===== config.mk =====
export PLATFORM = sky130hd
export DESIGN_NAME = dual_bank_mem16
export DESIGN_NICKNAME = d
export VERILOG_FILES = /design/src/rtl/mem16_pkg.sv /design/src/rtl/region_decode.sv /design/src/rtl/lane_strobe.sv /design/src/rtl/byte_bank.sv /design/src/rtl/dual_bank_mem16.sv
export SDC_FILE = /design/constraint.sdc
export NUM_CORES = 2
export LEC_CHECK = 0
export BUFFER_PORTS_ARGS = -buffer_cell sky130_fd_sc_hd__buf_4
export CAP_MARGIN = 15
export CORE_ASPECT_RATIO = 1.1
export CORE_UTILIZATION = 24
export DETAILED_ROUTE_END_ITERATION = 7
export SETUP_SLACK_MARGIN = 0.4
export SLEW_MARGIN = 0
export SYNTH_ARGS = -nofsm -noshare
export SYNTH_HDL_FRONTEND = slang
export SYNTH_SLANG_ARGS = --single-unit

===== constraint.sdc =====
create_clock -name clk -period 3.2 [get_ports clk]
set_clock_uncertainty 0.1 [all_clocks]
set_input_delay 0.32 -clock clk [delete_from_list [all_inputs] [get_ports clk]]
set_output_delay 0.32 -clock clk [all_outputs]
set_load 0.05 [all_outputs]

===== src/rtl/mem16_pkg.sv =====
// Package: shared constants for the two-bank memory.
// Assumes lane 0 is the even-byte bank and lane 1 is the odd-byte bank.
package mem16_pkg;
    localparam int LANE_W    = 8;
    localparam int NUM_LANES = 2;
    localparam int WORD_W    = LANE_W * NUM_LANES;
    localparam int LANE_LO   = 0;
    localparam int LANE_HI   = 1;
endpackage


===== src/rtl/region_decode.sv =====
// Module: region_decode
// Decodes whether a cycle targets this memory, and extracts the word index.
// Assumes byte addressing: bit 0 picks a lane and is never used as an index bit.
module region_decode #(
    parameter int ADDR_W      = 16,
    parameter int IDX_W       = 7,
    parameter int REGION_BASE = 'h3C
) (
    input  logic [ADDR_W-1:0] addr,
    input  logic              mem_sel,
    output logic              hit,
    output logic [IDX_W-1:0]  idx
);
    localparam int REG_W = ADDR_W - IDX_W - 1;

    logic [REG_W-1:0] region_field;

    // Separate the region field and the word index from the byte address
    always_comb begin
        region_field = addr[ADDR_W-1:IDX_W+1];
        idx          = addr[IDX_W:1];
    end

    // Select only for memory cycles whose upper bits match the window
    always_comb begin
        hit = mem_sel && (region_field == REG_W'(REGION_BASE));
    end
endmodule


===== src/rtl/lane_strobe.sv =====
// Module: lane_strobe
// Forms one write strobe per byte lane from the write command and the lane enables.
// Assumes all enables and the command are active low, and hit is active high.
module lane_strobe #(
    parameter int NUM_LANES = 2
) (
    input  logic [NUM_LANES-1:0] en_n,
    input  logic                 wr_cmd_n,
    input  logic                 hit,
    output logic [NUM_LANES-1:0] stb
);
    for (genvar g = 0; g < NUM_LANES; g++) begin : g_lane
        // Strobe this lane when it is enabled during a selected write
        always_comb begin
            stb[g] = hit && !wr_cmd_n && !en_n[g];
        end
    end
endmodule


===== src/rtl/byte_bank.sv =====
// Module: byte_bank
// One byte-wide bank: synchronous write on the strobe, combinational read.
// Assumes a synchronous active-low reset that clears every entry.
module byte_bank #(
    parameter int DEPTH = 128,
    parameter int W     = 8
) (
    input  logic                     clk,
    input  logic                     rst_n,
    input  logic                     we,
    input  logic [$clog2(DEPTH)-1:0] idx,
    input  logic [W-1:0]             wd,
    output logic [W-1:0]             rd
);
    logic [W-1:0] mem [DEPTH];

    // Clear on reset, otherwise store the byte at the index when strobed
    always_ff @(posedge clk) begin
        if (!rst_n) begin
            for (int i = 0; i < DEPTH; i++) mem[i] <= '0;
        end else if (we) begin
            mem[idx] <= wd;
        end
    end

    // Present the addressed byte without waiting for a clock
    always_comb begin
        rd = mem[idx];
    end


    stored_byte_chk: assert property (@(posedge clk) disable iff (!rst_n)
        we |=> mem[$past(idx)] == $past(wd));


    unstrobed_hold_chk: assert property (@(posedge clk) disable iff (!rst_n)
        !we |=> mem[$past(idx)] == $past(rd));


    reset_clear_chk: assert property (@(posedge clk)
        !rst_n |=> rd == '0);
endmodule


===== src/rtl/dual_bank_mem16.sv =====
// Module: dual_bank_mem16
// A 16-bit memory built from an even-byte bank and an odd-byte bank.
// Assumes aligned accesses only; a word that straddles two rows is not split.
module dual_bank_mem16
    import mem16_pkg::*;
#(
    parameter int ADDR_W      = 16,
    parameter int IDX_W       = 7,
    parameter int REGION_BASE = 'h3C
) (
    input  logic              clk,
    input  logic              rst_n,
    input  logic [ADDR_W-1:0] addr,
    input  logic              hi_en_n,
    input  logic              lo_en_n,
    input  logic              rd_cmd_n,
    input  logic              wr_cmd_n,
    input  logic              mem_sel,
    input  logic [15:0]       wdata,
    output logic [15:0]       rdata
);
    localparam int DEPTH = 1 << IDX_W;

    logic                  hit;
    logic [IDX_W-1:0]      idx;
    logic [NUM_LANES-1:0]  en_n;
    logic [NUM_LANES-1:0]  stb;
    logic [WORD_W-1:0]     word;

    // Gather the lane enables in lane order
    always_comb begin
        en_n          = '1;
        en_n[LANE_LO] = lo_en_n;
        en_n[LANE_HI] = hi_en_n;
    end

    region_decode #(
        .ADDR_W      (ADDR_W),
        .IDX_W       (IDX_W),
        .REGION_BASE (REGION_BASE)
    ) u_dec (
        .addr    (addr),
        .mem_sel (mem_sel),
        .hit     (hit),
        .idx     (idx)
    );

    lane_strobe #(
        .NUM_LANES (NUM_LANES)
    ) u_stb (
        .en_n     (en_n),
        .wr_cmd_n (wr_cmd_n),
        .hit      (hit),
        .stb      (stb)
    );

    for (genvar g = 0; g < NUM_LANES; g++) begin : g_bank
        byte_bank #(
            .DEPTH (DEPTH),
            .W     (LANE_W)
        ) u_bank (
            .clk   (clk),
            .rst_n (rst_n),
            .we    (stb[g]),
            .idx   (idx),
            .wd    (wdata[g*LANE_W +: LANE_W]),
            .rd    (word[g*LANE_W +: LANE_W])
        );
    end

    // Drive the word only during a selected read, otherwise hold the bus at zero
    always_comb begin
        rdata = (hit && !rd_cmd_n) ? word : '0;
    end


    no_lane_no_strobe_chk: assert property (@(posedge clk) disable iff (!rst_n)
        (hi_en_n && lo_en_n) |-> stb == '0);


    io_cycle_no_strobe_chk: assert property (@(posedge clk) disable iff (!rst_n)
        !mem_sel |-> stb == '0);


    no_command_no_strobe_chk: assert property (@(posedge clk) disable iff (!rst_n)
        wr_cmd_n |-> stb == '0);


    io_cycle_quiet_chk: assert property (@(posedge clk) disable iff (!rst_n)
        (!mem_sel || rd_cmd_n) |-> rdata == '0);
endmodule


==> flow_summary_export.csv <==
group,metric,value,unit
clock_tree,htreeDepth,4,
clock_tree,clk_pin_slew,60,ps
synthesis,yosysWarningCount,0,
finish,largest_reg_flops,2048,
power,power.density,533.5,nW/um2
clock_tree,cts_root_buffer,"clkbuf_16",
timing,slew_violations,0,
timing,hold_viol,0,
finish,largest-register,"g_bank.u_bank.mem",
synthesis,synth_fp_nets,7628,
die,dieWidth,587.3,um
grt,grt_pass1_wl,484200,um
synthesis,yosys-top-cells-area,"edfxtp_1, nor2_1, o21ai_0",
status,status,"finished with violations",
timing,setup_ws,-545.9,ps
die,row_count,236,
power,power.internal,46.17,mW
placed_design,routabilityCongestion,0.9210,
detailed_routing,drc,0,
power,clkPwrFrac,0.393,
worst_setup_path,crit_slowest_cell,"mux4_2",
die,coreArea,375300,um2
detailed_routing,drt_iter0_markers,9604,
synthesis,ys_ff_latch,2048,
finish,largestRegisters,"g_bank.u_bank.mem: 2048 flops",
worst_setup_path,crit_required,2780,ps
grt,grt_overflow,0,
power,power.leakage,36.72,nW
worst_setup_path,path_cells,"mux4_2 > mux4_2 > and3_4 > a31oi_4 > buf_6 > o211ai_1 > buf_4 > o2bb2ai_4 > buf_6",
placed_design,placedCellCount,13290,
synthesis,synth_edf_count,2048,
placed_design,port_buffers,53,
synthesis,syn_avg_cell_area,11.92,um2
power,switching_power,14.62,mW
timing,rsz0062_at_grt,"yes",
worst_setup_path,worstPathMaxFanout,1,
finish,layout-area-overhead-vs-synth,26.00,%
grt,track_usage,0.1741,
hold_path,hp-class,"primary input to register",
synthesis,post-synth-top-count-cell,"nor2_1",
timing,fmax,0.2670,GHz
finish,fin_cells,13690,
detailed_routing,vias,70140,
detailed_routing,wl,342600,um
power,power.share.combinational,0.094,
detailed_routing,first_pass_iters,8,
synthesis,yosys.area.top_type,"edfxtp_1",
finish,drive_above_1_share,0.2371,
status,violations,"setup timing",
timing,setup_tns,-5569,ps
synthesis,async_flop_share,0,
worst_setup_path,max_stage_delay,480,ps
finish,utilization,0.3036,
timing,worstMarginPinSlew,1140,ps
synthesis,netlist_top_cells_count,"nor2_1, edfxtp_1, o21ai_0",
synthesis,synth_cell_types,70,
power,swShare,0.2405,
grt,grt_antenna_before_repair,12,
die,io_pins,55,
die,die_h,645.8,um
synthesis,syn_area,90440,um2
detailed_routing,wl_per_cell,25.03,um
power,p_total,60.79,mW
synthesis,synthDominantCellAreaShare,0.6800,
die,dieArea,379300,um2
timing,slew_headroom,0.2398,
placed_design,hpwlAfterDp,238300,um
detailed_routing,via_per_inst,5.125,
clock_tree,cts-buffers-inserted,210,
power,p_seq_frac,0.512,
worst_setup_path,crit_type,"register to output port",
grt,grt_pass1_vias,67300,
clock_tree,cts_buffer_depth,3,
detailed_routing,postRouteAntennaNets,0,
worst_setup_path,cp-start-kind,"register",
synthesis,yosysSeqAreaShare,0.6800,
clock_tree,cts_tree,"built",
finish,nNetsFinal,8557,
synthesis,ys.flop_type,"edfxtp_1",
run,cap_violations,0,
die,start_util,0.2410,
power,ir_drop,437.4,uV
grt,grt_max_degree,191,
timing,fin_crit,3746,ps
timing,fin_crit_sh,1.171,
timing,setup_viol,16,
synthesis,postSynthCellCount,7589,
worst_setup_path,crit_arrival,3330,ps
timing,final.hold.worst_slack,114.7,ps
worst_setup_path,critPathCaptureType,"output port",
clock_tree,cts_sinks,2048,
final timing paths:
check,from,end,slack (ps),cells after the start
max,g_bank[1].u_bank.mem[44][6],rdata[14],-550,9
min,wdata[2],g_bank[0].u_bank.mem[73][2],110,4
placed cells by master (no fill, tap or decap), types with 36 or more instances in the layout:
master        n
o21ai_1      45
clkinv_1     56
mux2_2      159
a22oi_1     258
clkbuf_1     43
edfxtp_1   2048
o21ai_0     419
nor2_1     2260
o22ai_1      78
a21oi_1     349
o221ai_1     36
mux2i_1     192
buf_12      133
a221oi_1    186
clkbuf_16   214
nand2_1     412
buf_4      1230
clkinv_2     37
critical path, delay by kind of cell, from the launching register on:
kind	cells	cell delay [ps]
simple gates	1	190
buf+inv	3	490
flops	1	400
mux	2	940
compound gates	3	420
kinds of logic (layout without fill, tap and decap cells):
family / Yosys count / in the layout / synth area share
compound gates: 1647 / 1647 / 0.1192
flops: 2048 / 2048 / 0.6800
simple gates: 2820 / 2820 / 0.1202
other cells: 0 / 3 / 0
buf+inv: 689 / 1784 / 0.03218
mux: 385 / 385 / 0.04837
power groups by stage:
stage               Sequential (mW)  Combinational [mW]  Clock (mW)
finish                         31.1                5.73        23.9
CTS                            31.1                5.54        24.1
floorplan                      31.6                2.50           0
global placement               31.7                5.38           0
global route                   31.3                5.90        25.0
detailed placement             31.7                5.39           0
per-layer routing:
metal,share of wire,GRT usage,vias up
li1,-,-,29760
met3,0.11,0.03964,765
met4,0.046,0.07420,6
met5,0.00013,0,-
met2,0.46,0.2806,4317
met1,0.38,0.2239,35290
timing repair:
action                                  CTS  global route
endpoints found under the setup margin   16            16
hold endpoints to repair                152             0
gates resized for setup                 156            73
cloned                                    1             0
buffers inserted                          8             5
hold buffers                              3             0
pin swaps                                54            37
metrics by stage:
stage | setup WS, ps | instance area [um2]
finish | -545.9 | 113900
global route | -605.5 | 113900
CTS | -571.2 | 113600
global placement | -1064 | 106300
floorplan | 382.1 | 90760
detailed placement | -1117 | 106300
final cells by class:
type,instances,area (um2)
clock buffers,257,5517
flip-flops and latches,2048,61500
diodes,3,7.507
repair buffers,1402,12430
well taps,4998,6254
multi-input cells,4852,27220
clock inverters,121,999.7
fillers,37660,261400
inverters,4,27.53
(Power assumes the default switching activity.)
